<file path="config.mk">
export PLATFORM = sky130hd
export DESIGN_NAME = vrr_vtiming_gen
export DESIGN_NICKNAME = d
export VERILOG_FILES = /design/src/rtl/vrr_tg_pkg.sv /design/src/rtl/vrr_tg_cfg.sv /design/src/rtl/vrr_tg_push.sv /design/src/rtl/vrr_tg_seq.sv /design/src/rtl/vrr_vtiming_gen.sv
export SDC_FILE = /design/constraint.sdc
export NUM_CORES = 1
export LEC_CHECK = 0
export ABC_AREA = 1
export BUFFER_PORTS_ARGS = -buffer_cell sky130_fd_sc_hd__buf_4
export CAP_MARGIN = 25
export CORE_MARGIN = 3
export CORE_UTILIZATION = 60
export DETAILED_ROUTE_END_ITERATION = 10
export HOLD_SLACK_MARGIN = 0.08
export PLACE_DENSITY = 0.84
export SLEW_MARGIN = 20
export SYNTH_ARGS = -nofsm -noshare
export SYNTH_HDL_FRONTEND = slang
export SYNTH_SLANG_ARGS = --single-unit
</file>
<file path="constraint.sdc">
create_clock -name clk -period 7.6 [get_ports clk]
set_input_delay 0.38 -clock clk [delete_from_list [all_inputs] [get_ports clk]]
set_output_delay 0.38 -clock clk [all_outputs]
set_load 0.05 [all_outputs]
</file>
<file path="src/rtl/vrr_tg_pkg.sv">
package vrr_tg_pkg;
  localparam int LINE_W = 12;
  localparam int ADDR_W = 3;
  localparam int PF_W   = 8;
  localparam int FSD_W  = 2;
  localparam int CB_VRR = 0;
  localparam int CB_FLIP = 1;
  localparam int CB_OVR = 2;
  localparam int CB_FSD = 3;
  localparam int CB_PF  = CB_FSD + FSD_W;
  localparam int CFG_DW = CB_PF + PF_W;

  typedef enum logic [ADDR_W-1:0] {
    A_VACT = 3'd0, A_VTOT = 3'd1, A_VMIN = 3'd2, A_VMAX = 3'd3,
    A_FLIP = 3'd4, A_CTRL = 3'd5, A_PUSH = 3'd6
  } cfg_addr_e;

  typedef struct packed {
    logic [LINE_W-1:0] vact;
    logic [LINE_W-1:0] vtot;
    logic [LINE_W-1:0] vmin;
    logic [LINE_W-1:0] vmax;
    logic [LINE_W-1:0] flip;
    logic              vrr_en;
    logic              flip_en;
    logic              pf_ovr;
    logic [PF_W-1:0]   pf;
    logic [FSD_W-1:0]  fsd;
  } tcfg_t;

  typedef enum logic [1:0] {PH_ACTIVE, PH_HOLD, PH_EXIT} vphase_e;
endpackage

</file>
<file path="src/rtl/vrr_tg_cfg.sv">
module vrr_tg_cfg
  import vrr_tg_pkg::*;
#(
  parameter int DEF_VACT = 8,
  parameter int DEF_VTOT = 12
) (
  input  logic              clk,
  input  logic              rst_n,
  input  logic              wr_en,
  input  logic [ADDR_W-1:0] wr_addr,
  input  logic [CFG_DW-1:0] wr_data,
  input  logic              latch_en,
  output tcfg_t             live_cfg
);
  localparam tcfg_t RST_CFG = '{
    vact: LINE_W'(DEF_VACT), vtot: LINE_W'(DEF_VTOT - 1),
    vmin: LINE_W'(DEF_VTOT - 1), vmax: LINE_W'(DEF_VTOT - 1),
    flip: LINE_W'(DEF_VTOT), vrr_en: 1'b0, flip_en: 1'b0, pf_ovr: 1'b0,
    pf: '0, fsd: '0};

  tcfg_t shadow_q, shadow_d, live_q;

  always_comb begin
    shadow_d = shadow_q;
    if (wr_en) begin
      case (cfg_addr_e'(wr_addr))
        A_VACT: shadow_d.vact = wr_data[LINE_W-1:0];
        A_VTOT: shadow_d.vtot = wr_data[LINE_W-1:0];
        A_VMIN: shadow_d.vmin = wr_data[LINE_W-1:0];
        A_VMAX: shadow_d.vmax = wr_data[LINE_W-1:0];
        A_FLIP: shadow_d.flip = wr_data[LINE_W-1:0];
        A_CTRL: begin
          shadow_d.vrr_en  = wr_data[CB_VRR];
          shadow_d.flip_en = wr_data[CB_FLIP];
          shadow_d.pf_ovr  = wr_data[CB_OVR];
          shadow_d.fsd     = wr_data[CB_FSD +: FSD_W];
          shadow_d.pf      = wr_data[CB_PF +: PF_W];
        end
        default: ;
      endcase
    end
  end

  always_ff @(posedge clk or negedge rst_n) begin
    if (!rst_n) begin
      shadow_q <= RST_CFG;
      live_q   <= RST_CFG;
    end else begin
      shadow_q <= shadow_d;
      if (latch_en) live_q <= shadow_q;
    end
  end

  assign live_cfg = live_q;

  // the live copy moves only on a latch
  assert_live_only_on_latch_R5: assert property (@(posedge clk) disable iff (!rst_n)
    !$past(latch_en) |-> $stable(live_q));
endmodule

</file>
<file path="src/rtl/vrr_tg_push.sv">
module vrr_tg_push
  import vrr_tg_pkg::*;
(
  input  logic              clk,
  input  logic              rst_n,
  input  logic              wr_en,
  input  logic [ADDR_W-1:0] wr_addr,
  input  logic [1:0]        req_bits,
  input  logic              vrr_on,
  input  logic              exit_go,
  output logic              pend
);
  logic pend_q, pend_d, push_wr;

  assign push_wr = wr_en && (cfg_addr_e'(wr_addr) == A_PUSH);

  always_comb begin
    pend_d = pend_q;
    if (exit_go) pend_d = 1'b0;
    if (push_wr) begin
      if (!req_bits[0])     pend_d = 1'b0;
      else if (req_bits[1]) pend_d = 1'b1;
    end
    if (!vrr_on) pend_d = 1'b0;
  end

  always_ff @(posedge clk or negedge rst_n) begin
    if (!rst_n) pend_q <= 1'b0;
    else        pend_q <= pend_d;
  end

  assign pend = pend_q;

  // a request appears only from an enable+send write in variable mode
  assert_push_set_R11: assert property (@(posedge clk) disable iff (!rst_n)
    $rose(pend_q) |-> $past(push_wr && req_bits == 2'b11 && vrr_on));
  // a request is dropped only by an exit, a push write or leaving variable mode
  assert_push_clear_R11: assert property (@(posedge clk) disable iff (!rst_n)
    $fell(pend_q) |-> $past(exit_go || push_wr || !vrr_on));
endmodule

</file>
<file path="src/rtl/vrr_tg_seq.sv">
module vrr_tg_seq
  import vrr_tg_pkg::*;
(
  input  logic              clk,
  input  logic              rst_n,
  input  logic              line_stb,
  input  tcfg_t             cfg,
  input  logic              push_pend,
  output logic [LINE_W-1:0] line_num,
  output logic              vblank,
  output logic              frame_start,
  output logic              latch_stb,
  output logic              latch_now,
  output logic              exit_go
);
  localparam int W2 = LINE_W + 2;

  logic [LINE_W-1:0] line_q, line_d;
  logic [W2-1:0]     end_q, end_d;
  vphase_e           ph_q, ph_d;
  logic              fs_q, fs_d, lat_q, lat_d, go_d;
  logic [W2-1:0]     exit_len, min_ref, min_raw, min_pt, max_pt;
  logic [W2-1:0]     nxt_line, vact_x, vtot_x, vmax_x;

  // line arithmetic for the decision points
  always_comb begin
    exit_len = W2'(cfg.fsd) + W2'(1) + (cfg.pf_ovr ? W2'(cfg.pf) : '0);
    min_ref  = cfg.flip_en ? W2'(cfg.flip) + W2'(1) : W2'(cfg.vmin) + W2'(2);
    min_raw  = (min_ref > exit_len) ? min_ref - exit_len : '0;
    vact_x   = W2'(cfg.vact);
    min_pt   = (min_raw > vact_x) ? min_raw : vact_x + W2'(1);
    vmax_x   = W2'(cfg.vmax) + W2'(1);
    max_pt   = (vmax_x > exit_len) ? vmax_x - exit_len : '0;
    vtot_x   = W2'(cfg.vtot) + W2'(1);
    nxt_line = W2'(line_q) + W2'(1);
  end

  // next state
  always_comb begin
    ph_d   = ph_q;
    line_d = line_q;
    end_d  = end_q;
    fs_d   = 1'b0;
    lat_d  = 1'b0;
    go_d   = 1'b0;
    if (line_stb) begin
      line_d = nxt_line[LINE_W-1:0];
      case (ph_q)
        PH_ACTIVE: begin
          if (nxt_line == vact_x) begin
            ph_d  = PH_HOLD;
            lat_d = !cfg.vrr_en;
          end
        end
        PH_HOLD: begin
          if (!cfg.vrr_en) begin
            if (nxt_line >= vtot_x) begin
              line_d = '0;
              ph_d   = PH_ACTIVE;
              fs_d   = 1'b1;
            end
          end else if (nxt_line >= min_pt && (push_pend || nxt_line >= max_pt)) begin
            ph_d  = PH_EXIT;
            end_d = nxt_line + exit_len;
            lat_d = 1'b1;
            go_d  = 1'b1;
          end
        end
        PH_EXIT: begin
          if (nxt_line >= end_q) begin
            line_d = '0;
            ph_d   = PH_ACTIVE;
            fs_d   = 1'b1;
          end
        end
        default: ph_d = PH_ACTIVE;
      endcase
    end
  end

  always_ff @(posedge clk or negedge rst_n) begin
    if (!rst_n) begin
      line_q <= '0;
      end_q  <= '0;
      ph_q   <= PH_ACTIVE;
      fs_q   <= 1'b0;
      lat_q  <= 1'b0;
    end else begin
      if (line_stb) begin
        line_q <= line_d;
        end_q  <= end_d;
        ph_q   <= ph_d;
      end
      fs_q  <= fs_d;
      lat_q <= lat_d;
    end
  end

  assign line_num    = line_q;
  assign vblank      = (ph_q != PH_ACTIVE);
  assign frame_start = fs_q;
  assign latch_stb   = lat_q;
  assign latch_now   = lat_d;
  assign exit_go     = go_d;

  // the line count holds without a strobe
  assert_line_hold_R2: assert property (@(posedge clk) disable iff (!rst_n)
    !$past(line_stb) |-> $stable(line_num));
  // blanking ends only at a frame wrap
  assert_vblank_end_R2: assert property (@(posedge clk) disable iff (!rst_n)
    $fell(vblank) |-> frame_start);
  // frame start lands on line zero right after a strobe
  assert_frame_wrap_R3: assert property (@(posedge clk) disable iff (!rst_n)
    frame_start |-> (line_num == '0) && $past(line_stb));
  // latch strobe follows a line strobe and lies inside blanking
  assert_latch_in_blank_R4: assert property (@(posedge clk) disable iff (!rst_n)
    latch_stb |-> $past(line_stb) && vblank);
endmodule

</file>
<file path="src/rtl/vrr_vtiming_gen.sv">
module vrr_vtiming_gen
  import vrr_tg_pkg::*;
#(
  parameter int DEF_VACT = 8,
  parameter int DEF_VTOT = 12
) (
  input  logic              clk,
  input  logic              rst_n,
  input  logic              line_stb,
  input  logic              cfg_wr,
  input  logic [ADDR_W-1:0] cfg_addr,
  input  logic [CFG_DW-1:0] cfg_wdata,
  output logic [LINE_W-1:0] line_num,
  output logic              vblank,
  output logic              frame_start,
  output logic              latch_stb
);
  tcfg_t live_cfg;
  logic  latch_now, exit_go, push_pend;

  vrr_tg_cfg #(.DEF_VACT(DEF_VACT), .DEF_VTOT(DEF_VTOT)) u_cfg (
    .clk(clk), .rst_n(rst_n), .wr_en(cfg_wr), .wr_addr(cfg_addr),
    .wr_data(cfg_wdata), .latch_en(latch_now), .live_cfg(live_cfg));

  vrr_tg_push u_push (
    .clk(clk), .rst_n(rst_n), .wr_en(cfg_wr), .wr_addr(cfg_addr),
    .req_bits(cfg_wdata[1:0]), .vrr_on(live_cfg.vrr_en),
    .exit_go(exit_go), .pend(push_pend));

  vrr_tg_seq u_seq (
    .clk(clk), .rst_n(rst_n), .line_stb(line_stb), .cfg(live_cfg),
    .push_pend(push_pend), .line_num(line_num), .vblank(vblank),
    .frame_start(frame_start), .latch_stb(latch_stb),
    .latch_now(latch_now), .exit_go(exit_go));
endmodule

</file>
=== Word-level counts from Yosys, hierarchy flattened ===
Index checks and enable logic that the tools add are counted.

* Register bits after elaboration: 177
* Output and inout bits: 15

* Add/subtract/negate cells: 11
* Magnitude comparators: 7
* Equality and inequality tests: 13
* Muxes and demuxes: 32
* Reductions and logical operators: 15

{| class="wikitable"
|+ Operators with widths
! cell !! count
|-
| 12-bit by 1-bit adder with 13-bit output, second input constant || 5
|-
| 14-bit greater-or-equal comparator || 4
|-
| 14-bit 2-to-1 mux || 4
|-
| 12-bit 2-to-1 mux || 3
|-
| 14-bit adder || 2
|-
| 14-bit greater-than comparator || 2
|-
| 14-bit subtractor || 2
|-
| 12-bit case mux with 2 select lines || 1
|-
| 1-bit 2-to-1 mux || 15
|-
| 14-bit by 12-bit equality test with 1-bit output || 1
|-
| 14-bit by 12-bit greater-than comparator with 1-bit output || 1
|-
| 12-bit by 2-bit adder with 13-bit output, second input constant || 1
|-
| 2-bit AND reduction || 6
|-
| 2-bit 2-to-1 mux || 5
|-
| 3-bit equality test, second input constant || 3
|-
| 8-bit 2-to-1 mux || 1
|-
| 3-bit by 2-bit equality test with 1-bit output, second input constant || 2
|-
| 3-bit by 2-bit != test with 1-bit output, second input constant || 2
|-
| 2-bit case mux with 3 select lines || 1
|-
| 5-bit AND reduction || 1
|-
| 2-bit by 1-bit != test with 1-bit output, second input constant || 2
|-
| 1-bit case mux with 2 select lines || 2
|-
| 4-bit AND reduction || 1
|-
| 2-bit by 1-bit adder with 3-bit output, second input constant || 1
|-
| other kinds (9) || 10
|}

=== Depth between registers and ports, before layout ===
* Depth after elaboration: 17
* Gate-level depth with buffers: 63
* Depth with buffers taken out: 59

=== By module ===
Synthesis repeated with hierarchy kept, for this count alone.

* Cell total of the unflattened synthesis: 1687
* Area total of the unflattened synthesis: 12240.5 µm²

{| class="wikitable"
|+ Modules (own cells, without submodules)
! module !! instances !! cells each !! area an instance (µm²)
|-
| vrr_tg_seq || 1 || 1034 || 6381.1
|-
| vrr_tg_cfg || 1 || 639 || 5781.8
|-
| vrr_tg_push || 1 || 14 || 77.6
|}

=== Worst setup path after synthesis ===
OpenSTA, ideal clock, no wires.

* Kind: register to register
* From: register u_cfg.live_q, in the netlist u_cfg.live_cfg[10]
* To: register u_cfg.live_q, in the netlist u_cfg.live_cfg[11]
* Data arrival time: 6.107 ns
* Slack: 1.376 ns
* Stages on the path, launching flop included: 62
* Buffers on the path: 5
* Clock period less this slack: 6.224 ns
* Cell sequence: dfrtp_1 buf_4 nand2_1 inv_1 ha_1 fa_1 nand2_1 a21oi_1 nand2_1 nor2_1 xnor2_1 inv_1 ha_1 nand2_1 inv_1 nand4_1 nor2_1 nand2_1 [26 not listed] nand2_1 nand2_1 nand2_1 nand2_1 nand2_1 nand2_1 nand2_1 nand2_1 nand2_1 nand2_1 nand2_1 nand4_1 nand2_2 nand2_2 buf_6 buf_6 nand2_1 nand2_1

* Word-level cells in the longest chain between the ends: 12
* Elaborated cells between the ends (all ways): 18
* Classes of those cells: add/sub: 3; order compare: 5; mux: 8; reduce/logical: 2

{| class="wikitable"
|+ RTL lines
! what !! line !! RTL
|-
| start, declared || vrr_tg_cfg.sv:21 || <nowiki>tcfg_t shadow_q, shadow_d, live_q;</nowiki>
|-
| start signal, assigned || vrr_tg_cfg.sv:50 || <nowiki>if (latch_en) live_q <= shadow_q;</nowiki>
|-
| 8-bit 2-to-1 mux * || vrr_tg_seq.sv:27 || <nowiki>exit_len = W2'(cfg.fsd) + W2'(1) + (cfg.pf_ovr ? W2'(cfg.pf) : '0);</nowiki>
|-
| 14-bit adder * || vrr_tg_seq.sv:27 ||
|-
| 14-bit subtractor or 14-bit greater-than comparator (tied branches) || vrr_tg_seq.sv:29 || <nowiki>min_raw = (min_ref > exit_len) ? min_ref - exit_len : '0;</nowiki>
|-
| 14-bit 2-to-1 mux || vrr_tg_seq.sv:29 ||
|-
| 14-bit by 12-bit greater-than comparator with 1-bit output || vrr_tg_seq.sv:31 || <nowiki>min_pt = (min_raw > vact_x) ? min_raw : vact_x + W2'(1);</nowiki>
|-
| 14-bit 2-to-1 mux || vrr_tg_seq.sv:31 ||
|-
| 14-bit greater-or-equal comparator || vrr_tg_seq.sv:62 || <nowiki>end else if (nxt_line >= min_pt && (push_pend || nxt_line >= max_pt)) begin</nowiki>
|-
| 1-bit logical AND * || vrr_tg_seq.sv:62 ||
|-
| 1-bit 2-to-1 mux * || vrr_tg_seq.sv:62 ||
|-
| 1-bit 2-to-1 mux * || vrr_tg_seq.sv:56 || <nowiki>if (!cfg.vrr_en) begin</nowiki>
|-
| 1-bit case mux with 2 select lines * || vrr_tg_seq.sv:48 || <nowiki>case (ph_q)</nowiki>
|-
| 1-bit 2-to-1 mux * || vrr_tg_seq.sv:46 || <nowiki>if (line_stb) begin</nowiki>
|}

Every way passes the cells marked *; elsewhere a longest branch is shown, timed or not.
A chain may end at the register's enable or synchronous reset.

=== Worst setup path after layout ===
* From: register u_cfg.live_q, in the netlist u_cfg.live_cfg[0]
* To: register u_cfg.live_q, in the netlist u_cfg.live_cfg[48]

* Word-level cells in the longest chain between the ends: 12
* Elaborated cells between the ends (all ways): 18
* Classes of those cells: add/sub: 4; order compare: 5; mux: 7; reduce/logical: 2

{| class="wikitable"
|+ RTL lines
! what !! line
|-
| 2-bit by 1-bit adder with 3-bit output * || vrr_tg_seq.sv:27
|-
| 14-bit adder * || vrr_tg_seq.sv:27
|-
| 14-bit subtractor or 14-bit greater-than comparator (tied branches) || vrr_tg_seq.sv:29
|-
| 14-bit 2-to-1 mux || vrr_tg_seq.sv:29
|-
| 14-bit by 12-bit greater-than comparator with 1-bit output || vrr_tg_seq.sv:31
|-
| 14-bit 2-to-1 mux || vrr_tg_seq.sv:31
|-
| 14-bit greater-or-equal comparator || vrr_tg_seq.sv:62
|-
| 1-bit logical AND * || vrr_tg_seq.sv:62
|-
| 1-bit 2-to-1 mux * || vrr_tg_seq.sv:62
|-
| 1-bit 2-to-1 mux * || vrr_tg_seq.sv:56
|-
| 1-bit case mux with 2 select lines * || vrr_tg_seq.sv:48
|-
| 1-bit 2-to-1 mux * || vrr_tg_seq.sv:46
|}

Marks and branches as above.

==> qor.yml <==
status: "finished clean"
num_antenna_cells: 0
dieArea_um2: 22000
fin_setup_tns_ns: 0
drt_first_iter_violations: 1237
drt_wl_total_um: 32700
timing.rr.end: "u_cfg.live_cfg[48]"
cp.depth: 55
hold_viol: 0
finalNonFillerCells: 1952
detailroute.via_count: 11200
initial_core_util_pct: 61.8
layout.area.seq_um2: 4460
post_drt_via_cell_ratio: 5.74
grt_start_max_net_pins: 104
critical_path_buf_inv_count: 6
tritoncts_clock_tree: "done"
ys_async_sr_fraction_pct: 100
timing.clock.skew_ns: 0.0149
num_cts_buffers: 17
regToRegStartpoint: "u_cfg.live_cfg[0]"
syn_to_final_growth_pct: 9.38
grt_pass1_wl_um: 51500
setup_viol_count_final: 0
start_kind: "flop"
fin_area_um2: 13300
worst_path_most_repeated_cell: "nand2_1"
first_global_vias: 10300
synth_ff_type: "dfrtp_1"
report.final.slew_viol_count: 0
grt_overflow_total: 0
synth_area_per_cell_um2: 7.35
die_boundary_width_um: 148
fin_ws_ns: 0.516
dpl_cell_area_um2: 12500
cts_h_tree_depth: 4
timing.setup.critical_path_class: "reg2reg"
pre_cts_slack_ns: 0.170
die_height_um: 148
timing.critical_path.required_ns: 7.93
startpoint_of_the_tightest_hold_check_path: "cfg_wdata[12]"
syn_area_um2: 12100
antenna_found_initial: 0
fin_crit_sh_pct: 93.2
r2r_cells: 55
setup.reg_to_reg.worst_slack_ns: 0.52
finalNetCount: 1801
max_cap_viol_count: 0
crit_path_top_delay_cell: "fa_1"
synth_nets: 1781
worstPathMaxFanout: 32
floorplan.core_area_um2: 19700
dpl.hpwl_um: 23100
timing.critical_path.arrival_ns: 7.41
clock_path_buffers: 2
dp_cells: 1911
n_fill_cell: 1648
dr.pass1.iters: 6
finalCriticalPeriod_ns: 7.08
yosys_warnings: 0
grt_usage_pct: 29.2
synth_enable_flop_cells: 0
floorplan.io_pins: 35
netlist-cell-type-count: 47
max_slew.worst_pin.slew_ns: 0.970
hold-path-cell-count: 2
detail_route.wl_per_cell_um: 16.8
placement_rows: 51
cpLargestDelayFamily: "simple AND/OR/NAND/NOR gates"
antenna_left: 0
post_route_cells_drive_above_1_share_pct: 9.01
clk_pin_slew_ns: 0.08
area_used_by_multi_input_combinational_logic_um2: 6780
hold-path-endpoint: "u_cfg.shadow_q[9]"
postSynthRegisterBits: 177
worst_skew_pair.late_latency_ns: 0.45
max_clock_freq_ghz: 0.141
number_of_design_rule_violations_left_after_detail_routing: 0
crit_path_end_kind: "flop"
post_synth_inst_count: 1654
slew_headroom_pct: 35.1
clockRootBuffer: "clkbuf_16"
crit_path_max_incr_delay_ns: 0.47
finalWeightedCongestion: 1.04
holdCritPathClass: "in2reg"
synth.yosys.seq_area_share_pct: 36.7
buffer_ports.inserted: 34
clock_sink_count: 177
how the worst max path moves through the flow:
stage                       start            endpoint  slack, ns
5_1_grt         u_cfg.live_cfg[0]  u_cfg.live_cfg[48]      -0.03
3_5_place_dp   u_cfg.live_cfg[10]  u_cfg.live_cfg[11]       0.17
6_report        u_cfg.live_cfg[0]  u_cfg.live_cfg[48]       0.52
2_1_floorplan  u_cfg.live_cfg[10]  u_cfg.live_cfg[11]       1.38
3_3_place_gp   u_cfg.live_cfg[10]  u_cfg.live_cfg[31]       0.34
4_1_cts        u_cfg.live_cfg[10]  u_cfg.live_cfg[28]       0.10
layout make-up:
cell class | instances | share of cell area [%]
clock buffers | 18 | 3.23
clock inverters | 14 | 1.12
inverters | 181 | 5.11
multi-input cells | 1245 | 51.0
flip-flops and latches | 177 | 33.6
well taps | 265 | 2.50
repair buffers | 52 | 3.46
timing repair:
item | 4_1_cts | 5_1_grt
hold buffers | 1 | 0
resized for setup | 0 | 13
setup endpoints to repair | 0 | 91
endpoints found under the hold margin | 28 | 0
setup buffers | 0 | 5
layout by cell type, fill, tap and decap left out, types with 5 or more instances in the layout:
| cell type | n |
|---|---|
| a21oi_1 | 53 |
| buf_4 | 45 |
| clkbuf_16 | 19 |
| dfrtp_1 | 152 |
| dfstp_2 | 24 |
| ha_1 | 101 |
| inv_1 | 176 |
| inv_2 | 5 |
| inv_8 | 6 |
| nand2_1 | 505 |
| nand2_2 | 10 |
| nand3_1 | 170 |
| nand3b_1 | 5 |
| nand4_1 | 27 |
| nor2_1 | 97 |
| nor2_2 | 7 |
| nor3_1 | 17 |
| nor4_1 | 5 |
| o211ai_1 | 7 |
| o21ai_0 | 131 |
| o21ai_1 | 12 |
| or2_2 | 5 |
| xnor2_1 | 12 |
| xor2_1 | 34 |
Yosys cell counts (2+ instances only):
cell	instances	area share (%)
o21ai_0	131	5.4
xnor2_1	13	0.94
nor2_1	97	3.0
clkbuf_1	24	0.74
buf_6	10	0.93
a211oi_1	4	0.25
nand2_2	12	0.62
nand4_1	27	1.4
ha_1	103	11
o21bai_1	4	0.25
o211ai_1	7	0.43
xor2_1	35	2.5
buf_2	8	0.33
inv_2	3	0.093
nand3_2	2	0.16
nor2_4	4	0.37
nor3_1	17	0.70
nor2_2	7	0.36
nand3_1	170	7.0
nor4_1	5	0.26
or2_2	5	0.26
o21ai_1	12	0.49
buf_4	3	0.19
fa_1	4	0.66
a21oi_1	53	2.2
o22ai_1	3	0.15
inv_1	178	5.5
o31ai_1	2	0.12
a21o_1	4	0.25
nand2_1	506	16
nand3b_1	5	0.31
dfstp_2	24	5.2
buf_1	6	0.19
dfrtp_1	153	32
stage by stage:
stage                     hold WS (ns)  utilization (%)
after detailed placement         0.456             63.8
after global placement           0.450             63.8
after floorplan                 0.0844                -
after global routing             0.174             67.6
final                            0.171             67.6
after CTS                        0.169             66.8
cell families (layout without fill, tap and decap cells):
group / Yosys count / after routing / share of synthesized area, %
flip-flops: 177 / 177 / 36.7
AO/OA/AOI/OAI: 228 / 228 / 10.2
buffers and inverters: 232 / 265 / 7.96
adder cells (fa/ha/maj): 107 / 107 / 11.3
multiplexers: 1 / 1 / 0.0927
AND/OR/NAND/NOR: 861 / 861 / 30.4
XOR/XNOR: 48 / 48 / 3.46
per-layer routing:
layer  vias up  track usage, %  share of wire, %
met1      5202            41.3                44
met2       487            45.0                45
met4         0            10.2               3.0
li1       5448               -                 -
met5         -               0                 0
met3        76            6.31               8.0
registers in the layout, indices dropped and copies added, names as in the netlist:
name and cells:
u_seq.ph_q 2, u_seq.frame_start 1, u_cfg.shadow_q 73, u_push.pend 1
u_cfg.live_cfg 73, u_seq.line_num 12, u_seq.latch_stb 1, u_seq.end_q 14
Power is not shown: default switching activity piles up to over one toggle a cycle in this logic, so the estimate is an artifact.
